## src/rtl/pwm_force_pkg.sv

```systemverilog
package pwm_force_pkg;
  localparam int unsigned NUM_OUT   = 2;
  localparam int unsigned NUM_EV    = 5;
  localparam int unsigned MODE_W    = 2;
  localparam int unsigned METH_W    = NUM_EV + 1;
  localparam int unsigned CMODE_LSB = METH_W;
  localparam int unsigned OS_LSB    = CMODE_LSB + NUM_OUT * MODE_W;
  localparam int unsigned OS_STRIDE = 1 + MODE_W;
  localparam int unsigned CTRL_W    = OS_LSB + NUM_OUT * OS_STRIDE;

  typedef enum logic [MODE_W-1:0] {
    FM_OFF     = 2'd0,
    FM_LOW     = 2'd1,
    FM_HIGH    = 2'd2,
    FM_OFF_ALT = 2'd3
  } fmode_e;

  function automatic logic fm_drives(input logic [MODE_W-1:0] m);
    return (m == FM_LOW) || (m == FM_HIGH);
  endfunction

  function automatic logic fm_level(input logic [MODE_W-1:0] m);
    return m == FM_HIGH;
  endfunction
endpackage

```

## src/rtl/force_cfg_buf.sv

```systemverilog
module force_cfg_buf
  import pwm_force_pkg::*;
#(
  parameter int unsigned N_EV  = NUM_EV,
  parameter int unsigned N_OUT = NUM_OUT,
  localparam int unsigned MW   = N_EV + 1,
  localparam int unsigned SW   = N_OUT * MODE_W
) (
  input  logic          clk_i,
  input  logic          rst_ni,
  input  logic [MW-1:0] meth_i,
  input  logic [SW-1:0] shadow_i,
  input  logic [N_EV-1:0] ev_i,
  output logic [SW-1:0] active_o,
  output logic [SW-1:0] eff_o
);
  logic          freeze, immediate, hit;
  logic [SW-1:0] active_q;

  assign freeze    = meth_i[N_EV];
  assign immediate = (meth_i == '0);
  assign hit       = |(meth_i[N_EV-1:0] & ev_i);

  // in immediate mode the active copy tracks so a later mask change keeps it
  always_ff @(posedge clk_i or negedge rst_ni) begin
    if (!rst_ni)                          active_q <= '0;
    else if (!freeze && (immediate || hit)) active_q <= shadow_i;
  end

  assign active_o = active_q;
  assign eff_o    = immediate ? shadow_i : active_q;
endmodule

```

## src/rtl/oneshot_force.sv

```systemverilog
module oneshot_force
  import pwm_force_pkg::*;
(
  input  logic              clk_i,
  input  logic              rst_ni,
  input  logic              trig_i,
  input  logic [MODE_W-1:0] mode_i,
  input  logic              act_ev_i,
  output logic              toggle_o,
  output logic              valid_o,
  output logic              level_o
);
  logic prev_q, valid_q, level_q;

  always_ff @(posedge clk_i or negedge rst_ni) begin
    if (!rst_ni) prev_q <= 1'b0;
    else         prev_q <= trig_i;
  end

  assign toggle_o = trig_i ^ prev_q;

  // a new force wins over a same-cycle action event
  always_ff @(posedge clk_i or negedge rst_ni) begin
    if (!rst_ni) begin
      valid_q <= 1'b0;
      level_q <= 1'b0;
    end else if (toggle_o && fm_drives(mode_i)) begin
      valid_q <= 1'b1;
      level_q <= fm_level(mode_i);
    end else if (act_ev_i) begin
      valid_q <= 1'b0;
    end
  end

  assign valid_o = valid_q;
  assign level_o = level_q;
endmodule

```

## src/rtl/force_out_mux.sv

```systemverilog
module force_out_mux
  import pwm_force_pkg::*;
(
  input  logic              raw_i,
  input  logic [MODE_W-1:0] cmode_i,
  input  logic              os_valid_i,
  input  logic              os_level_i,
  output logic              out_o
);
  always_comb begin
    if (fm_drives(cmode_i)) out_o = fm_level(cmode_i);
    else if (os_valid_i)    out_o = os_level_i;
    else                    out_o = raw_i;
  end
endmodule

```

## src/rtl/pwm_force_ovr.sv

```systemverilog
module pwm_force_ovr
  import pwm_force_pkg::*;
(
  input  logic              clk_i,
  input  logic              rst_ni,
  input  logic              raw_a_i,
  input  logic              raw_b_i,
  input  logic              act_a_i,
  input  logic              act_b_i,
  input  logic              ev_zero_i,
  input  logic              ev_period_i,
  input  logic              ev_cmpa_i,
  input  logic              ev_cmpb_i,
  input  logic              ev_sync_i,
  input  logic [CTRL_W-1:0] ctrl_i,
  output logic              out_a_o,
  output logic              out_b_o
);
  localparam int unsigned SW = NUM_OUT * MODE_W;

  logic [CTRL_W-1:0]  ctrl_q;
  logic [METH_W-1:0]  meth;
  logic [SW-1:0]      shadow, active, eff;
  logic [NUM_EV-1:0]  ev;
  logic [NUM_OUT-1:0] raw, act_ev, out;
  logic [NUM_OUT-1:0] os_toggle, os_valid, os_level;
  logic [SW-1:0]      os_mode;

  always_ff @(posedge clk_i or negedge rst_ni) begin
    if (!rst_ni) ctrl_q <= '0;
    else         ctrl_q <= ctrl_i;
  end

  assign meth   = ctrl_q[METH_W-1:0];
  assign shadow = ctrl_q[CMODE_LSB +: SW];
  assign ev     = {ev_sync_i, ev_cmpb_i, ev_cmpa_i, ev_period_i, ev_zero_i};
  assign raw    = {raw_b_i, raw_a_i};
  assign act_ev = {act_b_i, act_a_i};

  force_cfg_buf #(.N_EV(NUM_EV), .N_OUT(NUM_OUT)) u_cfg (
    .clk_i    (clk_i),
    .rst_ni   (rst_ni),
    .meth_i   (meth),
    .shadow_i (shadow),
    .ev_i     (ev),
    .active_o (active),
    .eff_o    (eff)
  );

  for (genvar k = 0; k < NUM_OUT; k++) begin : g_ch
    assign os_mode[k*MODE_W +: MODE_W] = ctrl_q[OS_LSB + k*OS_STRIDE + 1 +: MODE_W];

    oneshot_force u_os (
      .clk_i    (clk_i),
      .rst_ni   (rst_ni),
      .trig_i   (ctrl_q[OS_LSB + k*OS_STRIDE]),
      .mode_i   (os_mode[k*MODE_W +: MODE_W]),
      .act_ev_i (act_ev[k]),
      .toggle_o (os_toggle[k]),
      .valid_o  (os_valid[k]),
      .level_o  (os_level[k])
    );

    force_out_mux u_mux (
      .raw_i      (raw[k]),
      .cmode_i    (eff[k*MODE_W +: MODE_W]),
      .os_valid_i (os_valid[k]),
      .os_level_i (os_level[k]),
      .out_o      (out[k])
    );
  end

  assign out_a_o = out[0];
  assign out_b_o = out[1];
endmodule

```

## config.mk

```make
export PLATFORM = sky130hd
export DESIGN_NAME = pwm_force_ovr
export DESIGN_NICKNAME = d
export VERILOG_FILES = /design/src/rtl/pwm_force_pkg.sv /design/src/rtl/force_cfg_buf.sv /design/src/rtl/oneshot_force.sv /design/src/rtl/force_out_mux.sv /design/src/rtl/pwm_force_ovr.sv
export SDC_FILE = /design/constraint.sdc
export NUM_CORES = 1
export LEC_CHECK = 0
export BUFFER_PORTS_ARGS = -buffer_cell sky130_fd_sc_hd__clkbuf_2
export CAP_MARGIN = 40
export CORE_UTILIZATION = 53
export CTS_BUF_LIST = sky130_fd_sc_hd__clkbuf_8 sky130_fd_sc_hd__clkbuf_16
export DETAILED_ROUTE_END_ITERATION = 8
export HOLD_SLACK_MARGIN = 0.06
export PLACE_DENSITY = 0.78
export REMOVE_ABC_BUFFERS = 1
export SLEW_MARGIN = 30
export SYNTH_ARGS = -nofsm -noshare
export SYNTH_HDL_FRONTEND = slang
export SYNTH_SLANG_ARGS = --single-unit
```

## constraint.sdc

```tcl
create_clock -name clk_i -period 5.1 [get_ports clk_i]
set_input_delay 1.02 -clock clk_i [delete_from_list [all_inputs] [get_ports clk_i]]
set_output_delay 1.02 -clock clk_i [all_outputs]
set_load 0.02 [all_outputs]
```

== Yosys cells after proc, flatten, opt, wreduce, memory -nomap -nowiden ==
Index checks and enable logic that the tools add are counted.

* Bits of input ports: 27
* Register bits after elaboration: 26
* Output and inout port bits: 2

* Multiplexer cells: 9
* Equal/unequal tests: 8
* Reductions and logical operators: 13
* Bitwise logic cells: 3

{| class="wikitable"
|+ Operators by type and width
! kind !! count
|-
| 2-bit by 1-bit equality test with 1-bit output (second input constant) || 4
|-
| 2-bit equality test (second input constant) || 4
|-
| 1-bit 2-to-1 mux || 8
|-
| 6-bit zero test || 1
|-
| 5-bit AND || 1
|-
| 1-bit logical OR || 5
|-
| 5-bit OR reduction || 1
|-
| 4-bit 2-to-1 mux || 1
|-
| 2-bit nonzero test || 2
|-
| 1-bit logical AND || 3
|-
| 1-bit bitwise XOR || 2
|-
| 1-bit zero test || 1
|}

== Depth between registers and ports, before layout ==
Gate-level depths: netlist of the first run.

* Depth after elaboration: 5
* Mapped depth: 7
* Depth with buffers taken out: 6

== By module ==
Synthesis of the first run repeated with hierarchy kept, for this count alone.

* Cells, all modules: 66
* Area total of the unflattened synthesis: 979.7 um^2

{| class="wikitable"
|+ By module, submodules not included
! module !! instances !! cells each !! area an instance (um^2) !! sequential area each (um^2)
|-
| pwm_force_ovr || 1 || 16 || 400.4 || 400.4
|-
| oneshot_force || 2 || 11 || 128.9 || 75.1
|-
| force_cfg_buf || 1 || 18 || 251.5 || 100.1
|-
| force_out_mux || 2 || 5 || 35.0 || 0.0
|}

== Worst setup path before layout of the first run ==
No wires, ideal clock.

* Path kind: register to output
* From: register ctrl_q[1]
* To: output port out_a_o
* Stages on the path, launching flop included: 7
* Path slack: 2.200 ns
* Buffers on the path: 0
* Required time: 4.080 ns
* Arrival: 1.880 ns
* Cells stage by stage: dfrtp_1 > or4_4 > o21ai_0 > o21ai_0 > ha_1 > nor2_1 > a21oi_1

* Word-level cells in the longest chain between the ends: 5

{| class="wikitable"
|+ Ends and longest elaborated chain
! element !! RTL line !! RTL
|-
| start: declaration || pwm_force_ovr.sv:21 || <nowiki>logic [CTRL_W-1:0] ctrl_q;</nowiki>
|-
| start signal: assignment || pwm_force_ovr.sv:31 || <nowiki>else ctrl_q <= ctrl_i;</nowiki>
|-
| 6-bit zero test * || force_cfg_buf.sv:21 || <nowiki>assign immediate = (meth_i == '0);</nowiki>
|-
| 4-bit 2-to-1 mux * || force_cfg_buf.sv:31 || <nowiki>assign eff_o = immediate ? shadow_i : active_q;</nowiki>
|-
| 2-bit by 1-bit equality test with 1-bit output / 2-bit equality test (equally long branches) || pwm_force_pkg.sv:19, pwm_force_pkg.sv:23 ||
|-
| 1-bit logical OR || pwm_force_pkg.sv:19 || <nowiki>return (m == FM_LOW) || (m == FM_HIGH);</nowiki>
|-
| 1-bit 2-to-1 mux * || force_out_mux.sv:11 || <nowiki>if (fm_drives(cmode_i)) out_o = fm_level(cmode_i);</nowiki>
|-
| end: declaration || pwm_force_ovr.sv:16 || <nowiki>output logic out_a_o,</nowiki>
|}

Mark *: on every way between the ends. The rest lies on a longest branch, timed or not.

== Worst setup path after layout of the first run ==
Ends and elaborated chain as after synthesis.

==> results of run 1 <==
==> state kept, by name (all words and copies together), names as in the netlist <==
register           flops
ctrl_q                16
g_ch.u_os.level_o      2
g_ch.u_os.prev_q       2
g_ch.u_os.valid_o      2
u_cfg.active_o         4
==> power groups by stage <==
stage / sequential, mW / clock (mW) / combinational, mW
2_1_floorplan: 0.236 / 0 / 0.0500
3_3_place_gp: 0.239 / 0 / 0.0749
3_5_place_dp: 0.240 / 0 / 0.0775
4_1_cts: 0.236 / 0.170 / 0.0781
5_1_grt: 0.238 / 0.178 / 0.0868
6_report: 0.236 / 0.167 / 0.0769
==> layer usage <==
| metal | track usage, % | part of all wire, % | vias to the layer above |
|---|---|---|---|
| met2 | 38.1 | 54 | 15 |
| met1 | 24.3 | 43 | 371 |
| met3 | 3.53 | 3.0 | 0 |
| li1 | - | - | 361 |
| met5 | 0 | 0 | - |
| met4 | 7.65 | 0 | 0 |
==> final timing paths <==
| kind | start | end | slack (ns) | depth (start not counted) |
|---|---|---|---|---|
| setup reg to reg | ctrl_q[2] | u_cfg.active_o[3] | 3.48 | 3 |
| setup / recovery | ctrl_q[1] | out_a_o | 1.83 | 7 |
| min in group asynchronous | rst_ni | u_cfg.active_o[1] | 0.75 | 1 |
| hold reg to reg | ctrl_q[10] | g_ch[0].u_os.prev_q | 0.41 | 0 |
| max in group asynchronous | rst_ni | g_ch[1].u_os.level_o | 3.94 | 1 |
| hold / removal | ctrl_q[10] | g_ch[0].u_os.prev_q | 0.41 | 0 |
==> layout make-up <==
| class | instances | area [um^2] | area share, % |
|---|---|---|---|
| Timing Repair Buffer | 28 | 140 | 10.9 |
| Sequential cell | 26 | 651 | 50.6 |
| Clock inverter | 1 | 30.0 | 2.34 |
| Clock buffer | 3 | 41.3 | 3.21 |
| Multi-Input combinational cell | 48 | 365 | 28.4 |
| Tap cell | 25 | 31.3 | 2.43 |
| Inverter | 7 | 26.3 | 2.04 |
==> kinds of logic after synthesis <==
group	share of synthesized area [%]
AOI/OAI and AO/OA	16.9
muxes	5.02
xor gates and xnor gates	1.67
adders and majority gates	4.78
and+or+nand+nor	6.58
buffers and inverters	2.87
DFF	62.2
==> synth_stat cells <==
cell type	count
a32oi_1	3
or4_4	1
a211o_1	3
clkbuf_1	1
nand2b_1	1
ha_1	4
mux2i_1	3
nand2_1	2
dfrtp_1	26
o22ai_1	2
mux2_2	2
nor4_2	1
inv_1	7
o21ai_0	6
o21a_1	1
or2_2	1
xnor2_1	2
a21oi_1	2
o31a_1	1
a21o_1	1
a222oi_1	1
o211ai_1	4
nor2_1	5
nand2_2	1
a22oi_1	1
==> worst max-delay path: stages (launching register included) <==
cell and delay, ns:
dfrtp_1 0.40, or4_4 0.57, o21ai_0 0.23, o21ai_0 0.14, ha_1 0.31, nor2_1 0.04, a21oi_1 0.11, clkbuf_2 0.18
==> through the flow <==
step	instance area [um^2]	setup WS, ns	total power, mW	util (%)
5_1_grt	1280	1.68	0.503	72.1
3_3_place_gp	1210	2.16	0.314	68.1
3_5_place_dp	1210	2.13	0.318	68.1
2_1_floorplan	1040	2.20	0.286	-
6_report	1280	1.83	0.480	72.1
4_1_cts	1280	1.83	0.484	72.1
==> flow_summary.ini, run 1 <==
[status]
status = complete, no violations

[floorplanning]
die_h_um = 46.4
design.core.area_um2 = 1780
start_util_pct = 58.7
dieWidth_um = 46.4
dieArea_um2 = 2160
rows = 15
boundaryPins = 29

[route]
avgViaCountPerCell = 5.41
dr.pass1.iters = 6
ant_nets = 0
drtIter0Drc = 15
wl_per_cell_um = 13.4
remaining_drc_errors = 0
via_count = 747
wl_mm = 1.85

[clock_network]
cts_tree = done
cts_setup_buffers = 0
cts_buffers = 3
cts_max_level = 1
cts.clk_slew.worst_paths_ns = 0.09
hold_buffers = 0
cts_buffer_depth = 2
cts_resized = 0
cts_sinks = 26
clock_latency_ns = 0.27
root_buffer = clkbuf_8

[finish]
final_cell_mix = clkbuf_2, dfrtp_1, inv_1
drive_above_1_share_pct = 33.6
antenna_cells = 0
layout_commonest_cell = clkbuf_2
fin_cells = 138
nNetsFinal = 145
nFillCells = 119
area_growth_pct = 22.8

[place]
dp_hpwl_mm = 1.47
place_congestion = 0.872
numPortBuffers = 28
dp.cells = 134

[sta]
slew_headroom_pct = 48.2
finalCritPeriodShare_pct = 64.1
slew_viol_final = 0
max_clock_freq_ghz = 0.306
hold_viol = 0
setup_viol_count_final = 0
rsz0062_at_grt = no
timing.setup.tns_ns = 0
period_needed_ns = 3.27
worst_pin_slew_ns = 0.777
holdWs_ns = 0.409
skew_ns = 0.00944

[synthesis]
yosysUniqueCellTypes = 25
syn-instance-count = 82
synth_area_leader_cell = dfrtp_1
synth.area.top_cells = dfrtp_1, ha_1, mux2i_1, o21ai_0, o211ai_1
syn_avg_cell_area_um2 = 12.8
yosys.area.top_type_share_pct = 62.2
synth_area_um2 = 1050
yosys_register_bits = 26
seq_area_frac_synth_pct = 62.2
yosys_warnings = 0

[power]
netSwitchingFraction_pct = 24.1
pwr-share-seq_pct = 49.1
clkPwrFrac_pct = 34.8
netSwitchingPower_mw = 0.116
leakage_nw = 0.626
powerDensity_nw_per_um2 = 373
peakVddDrop_mv = 0.263
internal_power_mw = 0.364
combinationalPowerShare_pct = 16.0

[worst_setup_path]
crit_fanout = 5
startpoint_type = register
crit_type = register to output port
arrival_ns = 2.25
required_ns = 4.08
end_kind = output port

[grt]
antenna_found_initial = 0
overflow = 0
grt_usage_pct = 21.0
grt_pass1_vias = 766
grt_max_degree = 27
grt_pass1_wl_mm = 3.09

[hold_path]
hold_class = register to register

[job]
drv_cap = 0
No activity file was read; power rests on OpenSTA's default activity.
==> inputs of run 2 (changes only) <==
Settings changed: ABC_AREA set to 1, CORE_UTILIZATION 53 to 44, PLACE_DENSITY 0.78 to 0.69.
Clock period 5.1 ns to 2.9 ns, I/O delays scaled along.
==> flow_summary.ini, run 2 <==
[sta]
rsz0062_at_grt = no
hold_viol = 0
skew_ns = 0.000971
finalCritPeriodShare_pct = 82.5
finalWorstSetupSlack_ns = 0.508
worst_pin_slew_ns = 0.624
period_needed_ns = 2.39
slew_headroom_pct = 58.4
slew_viol_final = 0
timing.setup.tns_ns = 0
setup_viol_count_final = 0
max_clock_freq_ghz = 0.418
holdWs_ns = 0.308

[worst_setup_path]
startpoint_type = register
crit_type = register to output port
regToRegSetupSlack_ns = 1.73
end_kind = output port
path_cells = nor2_4 -> nand3_4 -> o21ai_0 -> ha_1 -> a31oi_1 -> clkbuf_2
cpPeakStageDelay_ns = 0.42
required_ns = 2.32
cp_slowest_cell = dfrtp_1
arrival_ns = 1.81
crit_fanout = 9

[grt]
antenna_found_initial = 0
grt_usage_pct = 16.5
grt_max_degree = 27
overflow = 0
grt_pass1_vias = 710
grt_pass1_wl_mm = 2.92

[clock_network]
cts.clk_slew.worst_paths_ns = 0.09
cts_resized = 0
cts_sinks = 26
clock_latency_ns = 0.27
cts_tree = done
cts_max_level = 1
hold_buffers = 0
root_buffer = clkbuf_8
cts_buffers = 3
cts_buffer_depth = 2
cts_setup_buffers = 0

[synthesis]
synthTopCellsByCount = dfrtp_1, nand2_1, inv_1
synth_area_um2 = 1010
yosys.area_share.simple_pct = 19.5
synthArstFlopShare_pct = 100
yosys_register_bits = 26
synth_area_leader_cell = dfrtp_1
synthAdderAreaFrac_pct = 4.94
synth_most_common_cell = dfrtp_1
synthFlopType = dfrtp_1
synth_top_family_by_area = simple AND/OR/NAND/NOR gates
yosysUniqueCellTypes = 13
synth_xor_area_share_pct = 0
synth-edff-count = 0
syn_avg_cell_area_um2 = 10.9
seq_area_frac_synth_pct = 64.3
syn-instance-count = 93
synth_compound_gate_area_share_pct = 7.17
synth.area.top_cells = dfrtp_1, nand2_1, ha_1, o21ai_0, inv_1
synthMuxAreaShare_pct = 0
yosys.area.top_type_share_pct = 64.3
yosys_warnings = 0

[route]
dr.pass1.iters = 5
drtIter0Drc = 4
wl_per_cell_um = 10.8
ant_nets = 0
avgViaCountPerCell = 4.62
remaining_drc_errors = 0
wl_mm = 1.65
via_count = 707

[finish]
drive_above_1_share_pct = 31.2
antenna_cells = 0
area_growth_pct = 22.7
fin_cells = 153
largest_register_ffs = 16
regMostFlops = ctrl_q
nNetsFinal = 157
post-route-util_pct = 56.7
stdcell_area_um2 = 1240
layout_commonest_cell = clkbuf_2
final_cell_mix = clkbuf_2, dfrtp_1, nand2_1

[power]
peakVddDrop_mv = 0.338
totalPowerFinal_mw = 0.753
clkPwrFrac_pct = 31.0
powerDensity_nw_per_um2 = 606
combinationalPowerShare_pct = 15.0
netSwitchingFraction_pct = 25.7
pwr-share-seq_pct = 54.0
internal_power_mw = 0.560
netSwitchingPower_mw = 0.194
leakage_nw = 0.655

[floorplanning]
design.core.area_um2 = 2190
rows = 17
die_h_um = 50.0
dieArea_um2 = 2500
dieWidth_um = 50.0
boundaryPins = 29
start_util_pct = 46.2

[place]
dp_hpwl_mm = 1.26
dp.cells = 149
place_congestion = 0.744
pre_cts_ws_ns = 0.781
numPortBuffers = 28
place_area_um2 = 1190

[job]
drv_cap = 0

[hold_path]
hold_class = primary input to asynchronous set/reset pin

[status]
status = complete, no violations
-- run 2: layer usage --
layer | part of all wire, % | GRT usage [%] | up-vias
met3 | 5.9 | 4.32 | 5
li1 | - | - | 360
met2 | 48 | 28.4 | 24
met5 | 0 | 0 | -
met4 | 3.4 | 11.4 | 0
met1 | 42 | 17.3 | 318
-- run 2: worst max-delay path, delay by kind of cell (launching register included) --
kind | cells | cell delay (ns)
AOI/OAI and AO/OA | 2 | 0.39
adders and majority gates | 1 | 0.28
buffers and inverters | 1 | 0.19
DFF | 1 | 0.42
and+or+nand+nor | 2 | 0.26
-- run 2: area by class of cell --
cell class,count,area (um^2)
flip-flops and latches,26,651
clock buffers,4,55.1
inverters,11,41.3
fillers,200,948
repair buffers,28,140
multi-input cells,56,320
well taps,28,35.0
-- run 2: worst paths after layout --
path	from	to	cells past startpoint
max in group asynchronous	rst_ni	ctrl_q[3]	1
worst max register to register	ctrl_q[11]	g_ch[0].u_os.level_o	6
worst max-delay path	ctrl_q[3]	out_a_o	6
worst min register to register	ctrl_q[13]	g_ch[1].u_os.prev_q	0
worst min-delay path	rst_ni	ctrl_q[4]	1
min in group clk_i	ctrl_q[13]	g_ch[1].u_os.prev_q	0
-- run 2: power by group through the flow --
stage               clock, mW  combinational, mW  sequential, mW
floorplan                   0             0.0707           0.410
finish                  0.233              0.113           0.407
global route            0.250              0.132           0.411
detailed placement          0              0.115           0.415
CTS                     0.240              0.116           0.407
global placement            0              0.111           0.413
-- run 2: cell families (layout without fill, tap and decap cells) --
family / Yosys count / in the layout
buf+inv: 11 / 43
simple gates: 38 / 38
compound gates: 14 / 14
fa+ha+maj: 4 / 4
flops: 26 / 26
==> inputs of run 3 (changes only) <==
Clock period 2.9 ns to 2.15 ns, I/O delays scaled along.
==> flow_summary.ini, run 3 (same netlist as run 2, synthesis figures left out) <==
[finish]
nNetsFinal = 162
largest_register_ffs = 16
nFillCells = 195
regMostFlops = ctrl_q
final_cell_mix = dfrtp_1, clkbuf_2, nand2_1
drive_above_1_share_pct = 35.4
fin_cells = 158
antenna_cells = 0
area_growth_pct = 28.3

[sta]
timing.setup.tns_ns = -0.0343
finalCritPeriodShare_pct = 101
finalWorstSetupSlack_ns = -0.0216
setup_viol_count_final = 2
slew_headroom_pct = 58.4
hold_viol = 0
worst_pin_slew_ns = 0.625
max_clock_freq_ghz = 0.460
rsz0062_at_grt = yes
period_needed_ns = 2.17
slew_viol_final = 0
skew_ns = 0.00141

[route]
ant_nets = 0
dr.pass1.iters = 5
avgViaCountPerCell = 4.65
wl_per_cell_um = 11.2
remaining_drc_errors = 0
via_count = 734
wl_mm = 1.77
drtIter0Drc = 7

[place]
numPortBuffers = 28
dp_hpwl_mm = 1.26
dp.cells = 149
place_congestion = 0.744
pre_cts_ws_ns = 0.181

[worst_setup_path]
r2r_cells = 8
regToRegSetupSlack_ns = 0.82
arrival_ns = 1.74
end_kind = output port
reg2reg_to = u_cfg.active_o[3]
startpoint_type = register
crit_fanout = 5
crit_type = register to output port
required_ns = 1.72
reg2reg_from = ctrl_q[1]

[hold_path]
hold_class = primary input to asynchronous set/reset pin

[clock_network]
cts_sinks = 26
cts_buffers = 3
clock_latency_ns = 0.27
cts_tree = done
root_buffer = clkbuf_8
cts_max_level = 1
hold_buffers = 0
cts_buffer_depth = 2
cts.clk_slew.worst_paths_ns = 0.09

[grt]
grt_max_degree = 27
grt_pass1_vias = 740
overflow = 0
grt_pass1_wl_mm = 3.10
grt_usage_pct = 17.4
antenna_found_initial = 0

[floorplanning]
boundaryPins = 29
die_h_um = 50.0
design.core.area_um2 = 2190
dieArea_um2 = 2500
start_util_pct = 46.2
dieWidth_um = 50.0
rows = 17

[status]
status = finished, violations left
violations = negative setup slack

[power]
totalPowerFinal_mw = 1.04
powerDensity_nw_per_um2 = 797
peakVddDrop_mv = 0.445
leakage_nw = 0.677

[job]
drv_cap = 0
run 3: cell count changes in the layout (fill, tap and decap cells not counted), sizes merged:
cell	delta
nand3	+1
clkbuf	-2
buf	+6
run 3: worst max-delay path by stage:
stage | to | slack (ns) | from
3_3_place_gp | out_a_o | 0.24 | ctrl_q[3]
5_1_grt | out_b_o | -0.18 | ctrl_q[1]
4_1_cts | out_b_o | -0.06 | ctrl_q[2]
2_1_floorplan | out_a_o | 0.24 | ctrl_q[3]
3_5_place_dp | out_a_o | 0.18 | ctrl_q[5]
6_report | out_b_o | -0.02 | ctrl_q[1]
run 3: cell type report:
class	instances	area, um^2	share of cell area, %
multi-input combinational	57	342	26.3
clock buffer	4	55.1	4.24
sequential	26	651	50.1
tap	28	35.0	2.70
inverter	11	41.3	3.18
timing repair buffer	32	175	13.5
run 3: through the flow:
| step | hold slack (ns) | util (%) | cell area (um^2) |
|---|---|---|---|
| after floorplan | 0.134 | - | 1010 |
| after global placement | 0.378 | 54.2 | 1190 |
| after detailed placement | 0.385 | 54.2 | 1190 |
| after CTS | 0.176 | 58.3 | 1280 |
| after global routing | 0.211 | 59.3 | 1300 |
| final | 0.156 | 59.3 | 1300 |
run 3: layer usage:
metal  GRT usage [%]  part of all wire (%)  vias up  wire length, um
li1                -                     -      371                -
met1            18.5                    41      334              732
met2            30.2                    50       24              883
met3            4.32                   5.4        5               96
met4            11.4                   3.2        0               56
met5               0                     0        -                0
run 3: repair_timing:
item,4_1_cts,5_1_grt
resized for setup,7,4
gates cloned,1,0
setup buffers,2,2
pin swaps,6,4
endpoints found under the setup margin,2,2
run 3: report_power, final:
group	switching, mW	internal, mW
Clock	0.151	0.164
Sequential	0.0234	0.527
Combinational	0.0928	0.0768
Total	0.267	0.768
run 3: critical path: stages (launching register included):
cell and delay, ns:
dfrtp_1 0.42, nor2_4 0.16, nand3_4 0.11, nand2_2 0.08, o21ai_2 0.06, ha_1 0.30, a31oi_1 0.18, buf_4 0.16
